## src/rtl/clkmode_pkg.sv

```systemverilog
package clkmode_pkg;
   typedef enum logic [1:0] {
      MODE_SELF = 2'b00,
      MODE_INT  = 2'b01,
      MODE_BYP  = 2'b10,
      MODE_EXT  = 2'b11
   } clk_mode_e;

   localparam int BYTE_W    = 8;
   localparam int POS_GAIN  = 7;
   localparam int POS_RANGE = 6;
   localparam int POS_REF   = 5;
   localparam int POS_MODE  = 3;
   localparam int POS_STOP  = 2;
   localparam int POS_LOSS  = 1;
   localparam int N_ONCE    = 3;
endpackage

```

## src/rtl/clkmode_once.sv

```systemverilog
module clkmode_once #(
   parameter int  W      = 1,
   parameter logic [W-1:0] RST_VAL = '0
) (
   input  logic         clk,
   input  logic         rst_n,
   input  logic         wr,
   input  logic [W-1:0] d,
   output logic [W-1:0] q
);
   logic lock_q;

   always_ff @(posedge clk or negedge rst_n) begin
      if (!rst_n) begin
         q      <= RST_VAL;
         lock_q <= 1'b0;
      end else if (wr && !lock_q) begin
         q      <= d;
         lock_q <= 1'b1;
      end
   end

   p_locked_stable_r2: assert property (@(posedge clk) disable iff (!rst_n)
      lock_q |=> $stable(q));
endmodule

```

## src/rtl/clkmode_seq.sv

```systemverilog
module clkmode_seq
   import clkmode_pkg::*;
(
   input  logic       clk,
   input  logic       rst_n,
   input  logic       wr,
   input  logic [1:0] wr_mode,
   input  logic       ext_ready,
   input  logic       done,
   input  logic       hold,
   output logic [1:0] req,
   output logic [1:0] eff,
   output logic       busy
);
   logic first_q, forbid_q, accept;

   assign accept = wr && !busy && !(forbid_q && wr_mode[1]);

   always_ff @(posedge clk or negedge rst_n) begin
      if (!rst_n) begin
         first_q  <= 1'b0;
         forbid_q <= 1'b0;
         req      <= MODE_SELF;
         eff      <= MODE_SELF;
         busy     <= 1'b0;
      end else begin
         if (wr && !first_q) begin
            first_q  <= 1'b1;
            forbid_q <= !wr_mode[1];
         end
         if (accept) begin
            req  <= wr_mode;
            busy <= 1'b1;
         end else if (busy && !hold) begin
            if (req == MODE_BYP) begin
               if (ext_ready) begin
                  eff  <= MODE_BYP;
                  busy <= 1'b0;
               end
            end else if (done) begin
               eff  <= req;
               busy <= 1'b0;
            end
         end
      end
   end

   p_busy_blocks_write_r5: assert property (@(posedge clk) disable iff (!rst_n)
      busy |=> $stable(req));
   p_eff_waits_r5: assert property (@(posedge clk) disable iff (!rst_n)
      (!done && !ext_ready) |=> $stable(eff));
   p_bypass_needs_ready_r4: assert property (@(posedge clk) disable iff (!rst_n)
      (eff != MODE_BYP && !ext_ready) |=> eff != MODE_BYP);
   p_ext_lockout_r6: assert property (@(posedge clk) disable iff (!rst_n)
      forbid_q |-> !req[1]);
   p_hold_freezes_r8: assert property (@(posedge clk) disable iff (!rst_n)
      (hold && !wr) |=> ($stable(eff) && $stable(req)));
endmodule

```

## src/rtl/clkmode_ctl.sv

```systemverilog
module clkmode_ctl
   import clkmode_pkg::*;
#(
   parameter int PRESCALE_LO = 64,
   parameter int PRESCALE_HI = 1,
   localparam int PS_W = $clog2(PRESCALE_LO + 1)
) (
   input  logic            clk,
   input  logic            rst_n,
   input  logic            wr_en,
   input  logic [7:0]      wr_data,
   output logic [7:0]      rd_data,
   input  logic            ext_ready,
   input  logic            chg_done,
   input  logic            hold,
   output logic            gain_hi,
   output logic            range_hi,
   output logic            ref_xtal,
   output logic [1:0]      mode_req,
   output logic [1:0]      mode_eff,
   output logic            busy,
   output logic [PS_W-1:0] loop_prescale,
   output logic            stop_osc_en,
   output logic            lossclk_dis
);
   localparam int ONCE_POS [N_ONCE] = '{POS_GAIN, POS_RANGE, POS_REF};
   localparam logic [N_ONCE-1:0] ONCE_RST = 3'b010;

   if (PRESCALE_LO < 1 || PRESCALE_HI < 1 || PRESCALE_HI > PRESCALE_LO) begin : g_bad_cfg
      $error("clkmode_ctl: prescale parameters out of range");
   end

   logic [N_ONCE-1:0] once_q;

   for (genvar i = 0; i < N_ONCE; i++) begin : g_once
      clkmode_once #(.W(1), .RST_VAL(ONCE_RST[N_ONCE-1-i])) u_once (
         .clk  (clk),
         .rst_n(rst_n),
         .wr   (wr_en),
         .d    (wr_data[ONCE_POS[i]]),
         .q    (once_q[N_ONCE-1-i])
      );
   end

   assign gain_hi  = once_q[2];
   assign range_hi = once_q[1];
   assign ref_xtal = once_q[0];

   clkmode_seq u_seq (
      .clk      (clk),
      .rst_n    (rst_n),
      .wr       (wr_en),
      .wr_mode  (wr_data[POS_MODE +: 2]),
      .ext_ready(ext_ready),
      .done     (chg_done),
      .hold     (hold),
      .req      (mode_req),
      .eff      (mode_eff),
      .busy     (busy)
   );

   always_ff @(posedge clk or negedge rst_n) begin
      if (!rst_n) begin
         stop_osc_en <= 1'b1;
         lossclk_dis <= 1'b0;
      end else if (wr_en) begin
         stop_osc_en <= wr_data[POS_STOP];
         lossclk_dis <= wr_data[POS_LOSS];
      end
   end

   always_comb begin
      if (range_hi && mode_eff[1]) loop_prescale = PS_W'(PRESCALE_HI);
      else                         loop_prescale = PS_W'(PRESCALE_LO);
   end

   assign rd_data = {gain_hi, range_hi, ref_xtal, mode_req, stop_osc_en, lossclk_dis, 1'b0};

   p_fast_prescale_r3: assert property (@(posedge clk) disable iff (!rst_n)
      (loop_prescale == PS_W'(PRESCALE_HI)) |-> (range_hi && mode_eff[1]));
   p_reserved_zero_r7: assert property (@(posedge clk) disable iff (!rst_n)
      wr_en |=> !rd_data[0]);
endmodule

```

## config.mk

```make
export PLATFORM = sky130hd
export DESIGN_NAME = clkmode_ctl
export DESIGN_NICKNAME = d
export VERILOG_FILES = /design/src/rtl/clkmode_pkg.sv /design/src/rtl/clkmode_once.sv /design/src/rtl/clkmode_seq.sv /design/src/rtl/clkmode_ctl.sv
export SDC_FILE = /design/constraint.sdc
export NUM_CORES = 1
export LEC_CHECK = 0
export ABC_AREA = 1
export BUFFER_PORTS_ARGS = -buffer_cell sky130_fd_sc_hd__buf_2
export CAP_MARGIN = 10
export CORE_ASPECT_RATIO = 1.2
export CORE_MARGIN = 8
export CORE_UTILIZATION = 44
export CTS_CLUSTER_DIAMETER = 120
export DETAILED_ROUTE_END_ITERATION = 16
export PLACE_DENSITY = 0.79
export SLEW_MARGIN = 20
export SYNTH_ARGS = -nofsm -noshare
export SYNTH_HDL_FRONTEND = slang
export SYNTH_HIERARCHICAL = 1
export SYNTH_SLANG_ARGS = --single-unit
```

## constraint.sdc

```tcl
create_clock -name clk -period 1.83 [get_ports clk]
set_clock_uncertainty 0.05 [all_clocks]
set_input_delay 0.0915 -clock clk [delete_from_list [all_inputs] [get_ports clk]]
set_output_delay 0.0915 -clock clk [all_outputs]
set_load 0.03 [all_outputs]
```

# Word-level counts from Yosys, hierarchy flattened

Cells that the tools add are included.

Register bits after elaboration: 15
Latch bits: 0
Memory bits (writable): 0
ROM bits: 0
Input port bits: 14
Output and inout port bits: 25
Logic and storage cells: 48
Memories: 0

Add/subtract/negate cells: 0
Multiply operators: 0
Div/mod/pow operators: 0
$lt $le $gt $ge: 0
Equality and inequality tests: 3
Shift-type cells: 0
Mux-type cells: 9
Bitwise logic cells: 1
Reduce and logical (&&, ||, !) cells: 22

Operators with widths:

| operator                                       | number |
|---|---|
| logical AND 1 bit                              | 9 |
| zero test 1 bit                                | 8 |
| two-way mux 7 bit                              | 1 |
| two-way mux 2 bit                              | 3 |
| two-way mux 1 bit                              | 5 |
| AND reduction 4 bit                            | 1 |
| nonzero test 2 bit                             | 2 |
| != test 3 x 2 -> 1 bit (second input constant) | 1 |
| AND reduction 3 bit                            | 1 |
| nonzero test 3 bit                             | 1 |
| equality test 2 bit (second input constant)    | 1 |
| != test 2 bit (second input constant)          | 1 |
| NOT 1 bit                                      | 1 |

# Longest topological paths before layout

Gate-level depths: netlist (run 1).

Word-level depth: 5
Mapped depth: 7
Depth with buffers taken out: 7

# Modules after synthesis

Netlist (run 1), hierarchy kept.

Modules (own cells, without submodules):

| module                              | instances | cells each | area each (µm²) | sequential area each (µm²) |
|---|---|---|---|---|
| clkmode_seq                         | 1         | 35         | 309.0           | 175.2 |
| clkmode_ctl                         | 1         | 25         | 186.4           | 51.3 |
| clkmode_once (g_once[0].u_once ...) | 2         | 8          | 76.3            | 50.0 |
| clkmode_once (g_once[1].u_once)     | 1         | 8          | 77.6            | 51.3 |

# Worst setup path after synthesis (run 1)

Ideal clock, no wire load.

Path kind: flip-flop to output port
Start point: register g_once[1].u_once.q
End point: output loop_prescale[0]
Arrival: 1.148 ns
Data required time: 1.688 ns
Slack: 0.540 ns
Stages on the path, launching flop included: 3
Path buffers: 0
Path through: dfstp_2 -> nand2_1 -> inv_1

Cells in the longest elaborated chain, start to end: 2

Ends and longest elaborated chain:

| element                | RTL line           | RTL |
|---|---|---|
| from (decl)            | clkmode_once.sv:9  | `output logic [W-1:0] q` |
| from (signal assigned) | clkmode_once.sv:15 | `q <= RST_VAL;` |
| from (signal assigned) | clkmode_once.sv:18 | `q <= d;` |
| logical AND 1 bit      | clkmode_ctl.sv:73  | `if (range_hi && mode_eff[1]) loop_prescale = PS_W'(PRESCALE_HI);` |
| two-way mux 7 bit      | clkmode_ctl.sv:73  |  |
| to (decl)              | clkmode_ctl.sv:22  | `output logic [PS_W-1:0] loop_prescale,` |

No other way between the ends.

# Worst setup path after layout (run 1)

Ends and elaborated chain as after synthesis.

==> results of run 1 <==
==> worst reg2reg max path, cell delays in order (launching register included) <==
cell and delay, ns:
dfrtp_1 0.40, inv_1 0.10, nand3_1 0.09, nand2_2 0.12, nand2_2 0.06, nand2_1 0.05, nand2_1 0.05
==> synthesized netlist by cell type <==
master and n:
nor2_1 1, buf_4 13, inv_2 4, o21ai_1 1, dfstp_2 2, dfrtp_1 13
nand3_1 6, a21oi_1 3, nand2_1 27, conb_1 1, o21ai_0 1, nand2_2 5
nor2_4 1, inv_1 5, nand3_2 1
==> stage by stage <==
stage	power, mW	area, um2	worst slack (ns)	hold slack [ns]	utilization, %
after floorplan	0.7404	744.5	0.5404	-0.2541	-
after global placement	0.8134	824.5	0.8586	-0.05011	52.14
after detailed placement	0.8217	824.5	0.8228	-0.04663	52.14
after CTS	1.011	910.9	0.5592	0.01035	57.59
after global routing	1.063	910.9	0.4816	0.03082	57.59
final	0.9988	910.9	0.5758	0.01505	57.59
==> layout make-up <==
class / count / area [um2]
clock buffer: 4 / 26.28
fill: 143 / 670.6
multi-input combinational: 52 / 235.2
inverter: 9 / 33.78
timing repair buffer: 37 / 215.2
tap: 18 / 22.52
sequential: 15 / 377.9
==> cell families after synthesis <==
group,share of synthesized area [%]
DFF,52.07
and+or+nand+nor,25.86
AOI/OAI and AO/OA,3.446
buffers and inverters,18.10
other,0.5167
==> power by group through the flow <==
stage | sequential, mW | combinational, mW | clock [mW]
after global routing | 0.440 | 0.421 | 0.202
after CTS | 0.430 | 0.396 | 0.185
final | 0.431 | 0.393 | 0.176
after detailed placement | 0.436 | 0.386 | 0
after floorplan | 0.538 | 0.203 | 0
after global placement | 0.434 | 0.380 | 0
==> timing repair <==
action                                  CTS  global route
setup buffers                             0             0
endpoints found under the hold margin    20             0
hold buffers                              6             0
endpoints found under the setup margin    0             0
==> worst max-delay path by stage <==
stage / start / endpoint / slack [ns] / depth (start not counted)
finish: g_once[1].u_once/q$_DFFE_PN1P_ / loop_prescale[0] / 0.58 / 3
global route: g_once[1].u_once/q$_DFFE_PN1P_ / loop_prescale[0] / 0.48 / 3
CTS: g_once[1].u_once/q$_DFFE_PN1P_ / loop_prescale[0] / 0.56 / 3
detailed placement: u_seq/req[0]$_DFFE_PN0P_ / u_seq/eff[1]$_DFFE_PN0P_ / 0.82 / 6
global placement: u_seq/req[0]$_DFFE_PN0P_ / u_seq/eff[1]$_DFFE_PN0P_ / 0.86 / 6
floorplan: g_once[1].u_once/q$_DFFE_PN1P_ / loop_prescale[0] / 0.54 / 2
==> cells in the final DEF (no fill, tap or decap) <==
master	instances
a21oi_1	3
buf_2	31
clkbuf_1	1
clkbuf_4	3
conb_1	6
dfrtp_1	13
dfstp_2	2
dlygate4sd3_1	6
inv_1	5
inv_2	4
nand2_1	27
nand2_2	5
nand3_1	6
nand3_2	1
nor2_1	1
nor2_4	1
o21ai_0	1
o21ai_1	1
==> flip-flops by register name, indices dropped and copies added (netlist names) <==
| register | cells |
|---|---|
| u_seq/busy | 1 |
| u_seq/first_q | 1 |
| g_once.u_once/lock_q | 3 |
| g_once.u_once/q | 3 |
| u_seq/eff | 2 |
| stop_osc_en | 1 |
| u_seq/req | 2 |
| u_seq/forbid_q | 1 |
| lossclk_dis | 1 |
==> per-layer routing <==
| metal | wire length, um | global-route usage, % | share of wire [%] |
|---|---|---|---|
| met5 | 0 | 0 | 0 |
| met2 | 779 | 15.60 | 53 |
| met1 | 528 | 9.957 | 36 |
| met4 | 27 | 7.581 | 1.9 |
| met3 | 125 | 0.9804 | 8.6 |
==> impl_results.md, run 1 <==
* Outcome: complete, no violations
* Final Hold Fails at 0
* Detailed Route Iter0 Violations at 15
* Clk sinks at 15
* Hold Path Class: input pin to flop
* Slew Viols, Final at 0
* CP Capture Type: primary output
* CTS clock-pin slew for the worst setup and hold paths at 0.08 ns
* RSZ-0062 raised after global routing: no
* Die area at 0.003211 mm2
* Post-Syn Instances at 84
* Quantity of gates resized following cts at 0
* Worst setup path class: flop to primary output
* Worst Path Required at 1.69 ns
* Max-cap violations at 0
* Final setup fails at 0
* Critical Path Max Stage Delay at 0.55 ns
* Cell-internal power at 0.5772 mW
* Switch Pwr at 0.4216 mW
* Number of vias per cell at 4.422
* Peak supply drop at 553.2 uV
* Dpl cells at 125
* Die extent in y at 60.49 um
* First-pass DRT Iterations at 4
* Vias in the first global route at 528
* Reg2Reg Capture Point: u_seq/eff[1]$_DFFE_PN0P_
* Remaining global-route overflow at 0
* Synth top area share at 44.83%
* Total CTS buffers at 3
* CTS Buffer Depth at 2
* Die width at 53.08 um
* Largest net degree at the start of global routing at 16
* Sw Ratio at 42.21%
* Worst Setup Start Kind: flop
* Post-synthesis sequential area ratio at 52.07%
* Hold path startpoint: wr_data[3]
* Initial antenna violation count at 0
* Largest area contributor in the netlist: dfrtp_1
* CP Cell Sequence: nand2_1 > inv_1 > buf_2
* Pwr per Cell Area at 1097 mW/mm2
* Sequential fraction of design power at 43.1%
* Critical Path Fanout Max at 4
* Vias at 597
* WP data arrival at 1.11 ns
* Starting density of the core at 45.89%
* Fin cells at 135
* Layout cells sized above 1 at 40.17%
* Worst hold path depth at 3
* Synth cell types at 15
* CP bufs+invs at 2
* Minimum clock period at 1.254 ns
* Area delta synth->final at 25.52%
* First-pass GRT wire length at 2228 um
* Fmax achieved at 797.3 MHz
* Clock power frac at 17.6%
* H-tree levels at 1
* Final Cycle Share at 68.53%
* Kind of cell adding the most delay to the critical path: flip-flops
* Worst r2r src: u_seq/req[0]$_DFFE_PN0P_
* HPWL after DPL at 1135 um
* Reg2Reg Depth at 6
* Setup total negative slack at 0 ns
* Antenna Cells at 0
* P_leak at 0.5218 nW
* Synthesis Warnings at 6
* Mean area per synthesized cell at 8.639 um2
* # IOs at 39
* Syn Std Cell Area at 725.7 um2
* CTS tree: built
* Row count at 16
* Worst Hold Path EP: u_seq/req[0]$_DFFE_PN0P_
* Total Routing Usage GR at 9.216%
* PortBufs at 31
* Latest clock arrival within the worst-skew pair at 0.27 ns
* Post-route DRC at 0
* Area contributors post-synth: dfrtp_1 (45%), nand2_1 (14%), buf_4 (13%)
* Core box area at 0.001582 mm2
* Final GP Congestion at 0.8100
* WL per Instance at 10.81 um
* Nets@finish at 132
* Combinational fraction of design power at 39.3%
* Worst R2R Setup Slack at 0.81 ns
* Yosys reg bits at 15
* Antenna-violating nets left at 0
* Final wirelength at 1459 um
* Slowest-stage cell, CP: dfstp_2
* Clock root buffer master: clkbuf_4
(Power assumes the default switching activity.)
==> run 2: changes to the inputs <==
--- a/config.mk
+++ b/config.mk
@@ -5,15 +5,15 @@
 export SDC_FILE = /design/constraint.sdc
 export NUM_CORES = 1
 export LEC_CHECK = 0
-export ABC_AREA = 1
+export ABC_AREA = 0
 export BUFFER_PORTS_ARGS = -buffer_cell sky130_fd_sc_hd__buf_2
 export CAP_MARGIN = 10
 export CORE_ASPECT_RATIO = 1.2
 export CORE_MARGIN = 8
-export CORE_UTILIZATION = 44
+export CORE_UTILIZATION = 39
 export CTS_CLUSTER_DIAMETER = 120
 export DETAILED_ROUTE_END_ITERATION = 16
-export PLACE_DENSITY = 0.79
+export PLACE_DENSITY = 0.73
 export SLEW_MARGIN = 20
 export SYNTH_ARGS = -nofsm -noshare
 export SYNTH_HDL_FRONTEND = slang
==> constraint.sdc (replaced) <==
create_clock -name clk -period 1.04 [get_ports clk]
set_clock_uncertainty 0.05 [all_clocks]
set_input_delay 0.052 -clock clk [delete_from_list [all_inputs] [get_ports clk]]
set_output_delay 0.052 -clock clk [all_outputs]
set_load 0.03 [all_outputs]
==> run 2 against run 1 <==
Compared with the run above:
- the flow now finishes with violations (negative setup slack)
- non-clock buffer count rose by 13
- via count is 1.8% higher
- flip-flop and latch count did not move
- sequential power is 100% higher
- synthesized cell count decreased by 21%
- register-to-register slack worse by 0.98 ns
- cell count fell by 3.0%
- design area increased by 32%
- largest power group is now combinational cells
- area after synthesis rose by 7.6%
- first-iteration DRC count is 87% lower
- clock-buffer cell count unchanged
- sequential share of layout area shrank 9.7 points
==> impl_results.md, run 2 <==
* Slowest-stage cell, CP: dfstp_2
* WP data arrival at 1.11 ns (about the same)
* Post-synth EDFFs at 0 (unchanged)
* Die area at 0.003696 mm2 (+15%)
* First-pass GRT wire length at 3187 um (+43%)
* Ys flop type: dfrtp_1
* Post-synth top cells: buf_4 (13), dfrtp_1 (13), mux2_2 (5)
* Final worst setup slack at -0.1705 ns (-0.7463 ns)
* Worst setup path class: flop to primary output
* Initial antenna violation count at 0 (unchanged)
* Area contributors post-synth: dfrtp_1 (42%), buf_4 (13%), mux2_4 (7.7%)
* CP bufs+invs at 1 (-1)
* Area delta synth->final at 53.69%
* Clk sinks at 15 (unchanged)
* Clock root buffer master: clkbuf_4
* Kind of cell adding the most delay to the critical path: flip-flops
* Latest clock arrival within the worst-skew pair at 0.29 ns (+0.02 ns)
* Hold Path Class: input pin to flop
* Post-synth ARST share at 100.0% (unchanged)
* Final wirelength at 2012 um (+38%)
* Starting density of the core at 41.71% (-4.2 points)
* Final Instance Area at 0.001200 mm2 (+32%)
* Antenna Cells at 0 (unchanged)
* Fillers at 146 (+2.1%)
* Post-synthesis sequential area ratio at 48.40% (-3.7 points)
* H-tree levels at 1 (unchanged)
* CTS tree: built
* Critical Path Max Stage Delay at 0.56 ns (about the same)
* Die width at 56.85 um (+7.1%)
* Mean area per synthesized cell at 11.83 um2 (+37%)
* Total Routing Usage GR at 10.70% (+1.5 points)
* Nets@finish at 127 (-3.8%)
* Final GP Congestion at 0.7614 (-6.0%)
* P_leak at 0.5715 nW (+9.5%)
* Layout cells sized above 1 at 66.07% (+26 points)
* Largest area contributor in the netlist: dfrtp_1
* Largest registers: g_once.u_once/lock_q x3, g_once.u_once/q x3
* CTS Buffer Depth at 2 (unchanged)
* Most common cell after layout, fill and taps aside: buf_2
* Largest net degree at the start of global routing at 16 (unchanged)
* Failing checks: negative setup slack
* Worst Path Required at 0.94 ns (-0.75 ns)
* Detailed Route Iter0 Violations at 2 (-13)
* Dpl cells at 116 (-7.2%)
* Core box area at 0.001872 mm2 (+18%)
* Peak supply drop at 1408 uV (+150%)
* Synthesis Warnings at 6 (unchanged)
* Storage element area at 381.6 um2 (+0.99%)
* Vias in the first global route at 688 (+30%)
* First-pass DRT Iterations at 2 (-2)
* Synth cell types at 19 (+4)
* Commonest non-fill, non-tap cells in the layout: buf_2 (21), buf_6 (14), dfrtp_1 (10), dlygate4sd3_1 (8)
* Number of vias per cell at 4.641 (+5.0%)
* Final Cycle Share at 116.4%
* Fin cells at 131 (-3.0%)
* Critical Path Fanout Max at 5 (+1)
* Vias at 608 (+1.8%)
* Post-Syn Instances at 66 (-21%)
* Total CTS buffers at 3 (unchanged)
* PortBufs at 31 (unchanged)
* Pwr Total at 2.822 mW (+180%)
* Syn Std Cell Area at 780.7 um2 (+7.6%)
* Outcome: complete, but fails checks
* Remaining global-route overflow at 0 (unchanged)
* Worst Setup Start Kind: flop
* WL per Instance at 15.36 um (+42%)
* Multi-input logic area at 372.9 um2 (+59%)
* Final Hold Fails at 0 (unchanged)
* Synth top area share at 41.67% (-3.2 points)
* Fmax achieved at 826.1 MHz
* # IOs at 39 (unchanged)
* RSZ-0062 raised after global routing: yes
* DP Area at 982.2 um2 (+19%)
* Row count at 17 (+1)
* Final setup fails at 16 (+16)
* Antenna-violating nets left at 0 (unchanged)
* Max-cap violations at 0 (unchanged)
* CTS clock-pin slew for the worst setup and hold paths at 0.09 ns (about the same)
* Pwr per Cell Area at 2352 mW/mm2 (+110%)
* CP Cell Sequence: and2_4 > buf_6
* Setup total negative slack at -1.348 ns (-1.348 ns)
* Yosys reg bits at 15 (unchanged)
* Die extent in y at 65.02 um (+7.5%)
* CP Capture Type: primary output
* Minimum clock period at 1.210 ns
* HPWL after DPL at 1327 um (+17%)
* Slew Viols, Final at 0 (unchanged)
* Post-route DRC at 0 (unchanged)
* Fin Hold WS at 0.02978 ns (+0.01473 ns)
## run 2: cell types whose count changed after synthesis, moves of 2 or more
cell	change
mux2_2	+5
nor2b_4	+3
inv_1	-5
nand3_1	-6
inv_2	-4
nor2b_1	+2
nand2_2	-5
nand2b_1	+3
mux2_4	+4
nand2_1	-23
or2_2	+4
## run 2: cells by family (layout without fill, tap and decap cells)
group,Yosys count,after routing,share of synthesized area (%)
mux,9,9,14.90
buf+inv,13,54,12.50
simple gates,20,20,17.15
other cells,1,6,0.4803
compound gates,8,8,6.571
flops,15,15,48.40
## run 2: where the power goes
| part | internal (mW) | leakage, nW | total [mW] | switching [mW] |
|---|---|---|---|---|
| clock network | 0.149 | 0.0150 | 0.337 | 0.188 |
| registers | 0.719 | 0.159 | 0.877 | 0.158 |
| logic | 0.827 | 0.397 | 1.61 | 0.781 |
| total | 1.70 | 0.572 | 2.82 | 1.13 |
## run 2: per-layer routing
layer  wire (um)  vias to the layer above  global-route usage, %
li1            -                      293                      -
met1         707                      294                  10.88
met2        1142                       16                  18.96
met3         115                        5                  3.119
met4          46                        0                  6.176
met5           0                        -                      0
## run 2: final timing paths
path	to	slack (ns)	from	depth (start not counted)
max in group asynchronous	g_once[1].u_once/q$_DFFE_PN1P_	0.50	rst_n	2
setup reg to reg	u_seq/req[0]$_DFFE_PN0P_	-0.17	u_seq/busy$_DFFE_PN0P_	3
hold reg to reg	u_seq/first_q$_DFFE_PN0P_	0.42	u_seq/first_q$_DFFE_PN0P_	1
hold / removal	u_seq/busy$_DFFE_PN0P_	0.03	ext_ready	3
min in group asynchronous	u_seq/first_q$_DFFE_PN0P_	0.14	rst_n	2
setup / recovery	loop_prescale[0]	-0.17	g_once[1].u_once/q$_DFFE_PN1P_	2
## run 2: layout make-up
| class | instances | area share, % |
|---|---|---|
| well taps | 19 | 1.981 |
| multi-input cells | 43 | 31.07 |
| flip-flops and latches | 15 | 31.80 |
| clock buffers | 4 | 2.190 |
| repair buffers | 50 | 32.95 |
## run 2: timing repair
| action | in CTS | in global routing |
|---|---|---|
| gates resized for setup | 26 | 1 |
| pin swaps | 1 | 1 |
| endpoints found under the setup margin | 17 | 16 |
| setup buffers | 3 | 0 |
| hold buffers | 8 | 0 |
| hold endpoints to repair | 23 | 0 |
## run 2: tightest hold or removal path, stage by stage
cell	delay, ns
buf_2	0.10
mux2_4	0.15
a21oi_2	0.04
## run 2: stage by stage
stage | util [%] | setup WS (ns)
after floorplan | - | -0.1829
after global placement | 52.47 | -0.09303
after detailed placement | 52.47 | -0.1264
after CTS | 63.70 | -0.1889
after global routing | 64.10 | -0.2034
final | 64.10 | -0.1705
==> run 3: changes to the inputs <==
--- a/config.mk
+++ b/config.mk
@@ -14,6 +14,7 @@
 export CTS_CLUSTER_DIAMETER = 120
 export DETAILED_ROUTE_END_ITERATION = 16
 export PLACE_DENSITY = 0.73
+export SETUP_SLACK_MARGIN = 0.2
 export SLEW_MARGIN = 20
 export SYNTH_ARGS = -nofsm -noshare
 export SYNTH_HDL_FRONTEND = slang
==> run 3 against run 2 <==
Compared with the run above:
- the run still ends with negative setup slack left
- global-route usage rose by 0.17 points
- flip-flop and latch count did not move
- hold slack improved by 0.019 ns
- design area rose by 9.5%
- critical path type unchanged
- highest routed layer unchanged
==> impl_results.md, run 3 (synthesized netlist as in run 2, its figures left out) <==
* Vias at 622 (+2.3%)
* Antenna-violating nets left at 0 (unchanged)
* Area delta synth->final at 68.27%
* HPWL after DPL at 1371 um (+3.3%)
* Commonest non-fill, non-tap cells in the layout: buf_6 (23), buf_2 (14), mux2_4 (9), dfrtp_1 (8), dlygate4sd3_1 (8)
* Most common cell after layout, fill and taps aside: buf_6
* Final setup fails at 15 (-1)
* H-tree levels at 1 (unchanged)
* Minimum clock period at 1.236 ns (+0.02599 ns)
* Die area at 0.003696 mm2 (unchanged)
* Starting density of the core at 41.71% (unchanged)
* Final wirelength at 2129 um (+5.8%)
* Final worst setup slack at -0.1964 ns (-0.02599 ns)
* First-pass DRT Iterations at 4 (+2)
* Final Cycle Share at 118.9% (+2.5 points)
* Total Routing Usage GR at 10.87% (+0.17 points)
* Nets@finish at 129 (+1.6%)
* WL per Instance at 16.01 um (+4.2%)
* Die width at 56.85 um (unchanged)
* First-pass GRT wire length at 3298 um (+3.5%)
* Fin cells at 133 (+1.5%)
* Failing checks: negative setup slack
* Peak supply drop at 1476 uV (+4.9%)
* CTS Buffer Depth at 2 (unchanged)
* Detailed Route Iter0 Violations at 5 (+3)
* Vias in the first global route at 701 (+1.9%)
* Latest clock arrival within the worst-skew pair at 0.27 ns (-0.02 ns)
* Antenna Cells at 0 (unchanged)
* Initial antenna violation count at 0 (unchanged)
* Die extent in y at 65.02 um (unchanged)
* Critical Path Fanout Max at 5 (unchanged)
* Outcome: complete, but fails checks
* Layout cells sized above 1 at 73.68% (+7.6 points)
* Final Instance Area at 0.001314 mm2 (+9.5%)
* Pwr per Cell Area at 2232 mW/mm2 (-5.1%)
* Pwr Total at 2.932 mW (+3.9%)
* Final GP Congestion at 0.7668 (+0.71%)
* Fillers at 141 (-3.4%)
* Largest net degree at the start of global routing at 16 (unchanged)
* Worst Path Required at 0.94 ns (about the same)
* Final Hold Fails at 0 (unchanged)
* Fmax achieved at 808.8 MHz (-2.1%)
* RSZ-0062 raised after global routing: yes
* Total CTS buffers at 3 (unchanged)
* Row count at 17 (unchanged)
* Max-cap violations at 0 (unchanged)
* WP data arrival at 1.13 ns (+0.02 ns)
* PortBufs at 31 (unchanged)
* Clock root buffer master: clkbuf_4
* Worst setup path class: flop to primary output
* Number of vias per cell at 4.677 (+0.76%)
* Hold Path Class: input pin to flop
* DP Area at 988.4 um2 (+0.64%)
* Dpl cells at 115 (-0.86%)
* Clk sinks at 15 (unchanged)
* CTS clock-pin slew for the worst setup and hold paths at 0.09 ns (about the same)
* P_leak at 0.6349 nW (+11%)
* Post-route DRC at 0 (unchanged)
* Worst Setup Start Kind: flop
* CTS tree: built
* # IOs at 39 (unchanged)
* Core box area at 0.001872 mm2 (unchanged)
* Place WS at -0.1196 ns (+0.006723 ns)
* Slew Viols, Final at 0 (unchanged)
* Largest registers: g_once.u_once/lock_q x3, g_once.u_once/q x3
* CP Capture Type: primary output
* Remaining global-route overflow at 0 (unchanged)
run 3: worst max-delay path, stage by stage, from the launching register on:
cell and delay, ns:
dfstp_2 0.59, and2_4 0.15, buf_6 0.12
run 3: area by class of cell:
cell class | count | area [um2] | area share (%)
clock buffer | 3 | 22.52 | 1.714
clock inverter | 1 | 5.005 | 0.3810
multi-input combinational | 43 | 416.7 | 31.71
sequential | 15 | 384.1 | 29.24
tap | 19 | 23.77 | 1.810
timing repair buffer | 52 | 461.7 | 35.14
run 3: power by group:
group	total (mW)	internal, mW	switching (mW)
sequential	0.918	0.724	0.194
combinational	1.69	0.898	0.793
clock	0.324	0.142	0.182
run 3: worst paths after layout:
| kind | cells past startpoint | start | endpoint | slack, ns |
|---|---|---|---|---|
| min in group asynchronous | 2 | rst_n | u_seq/eff[0]$_DFFE_PN0P_ | 0.14 |
| setup / recovery | 2 | g_once[1].u_once/q$_DFFE_PN1P_ | loop_prescale[0] | -0.20 |
| max in group asynchronous | 2 | rst_n | stop_osc_en$_DFFE_PN1P_ | 0.50 |
| hold reg to reg | 1 | u_seq/first_q$_DFFE_PN0P_ | u_seq/first_q$_DFFE_PN0P_ | 0.43 |
| hold / removal | 2 | wr_data[4] | u_seq/req[1]$_DFFE_PN0P_ | 0.05 |
| setup reg to reg | 3 | u_seq/busy$_DFFE_PN0P_ | u_seq/req[0]$_DFFE_PN0P_ | -0.14 |
run 3: layer usage:
metal	wire length, um	track usage (%)	vias to the layer above
met2	1197	20.60	20
met4	45	4.706	0
li1	-	-	298
met5	0	0	-
met3	99	2.534	4
met1	786	10.92	300
run 3: what timing repair did:
| item | CTS | global route |
|---|---|---|
| pin swaps | 5 | 3 |
| buffers inserted | 2 | 4 |
| endpoints found under the hold margin | 22 | 0 |
| gates resized for setup | 43 | 10 |
| endpoints found under the setup margin | 31 | 29 |
| hold buffers | 8 | 0 |
run 3: per-stage QoR:
stage	setup TNS, ns	utilization [%]	hold WS, ns
CTS	-1.264	66.24	0.007514
floorplan	-0.5211	-	-0.2936
global route	-1.892	70.19	0.03736
finish	-1.310	70.19	0.04838
detailed placement	-0.2327	52.81	-0.07713
global placement	-0.1274	52.81	-0.07990
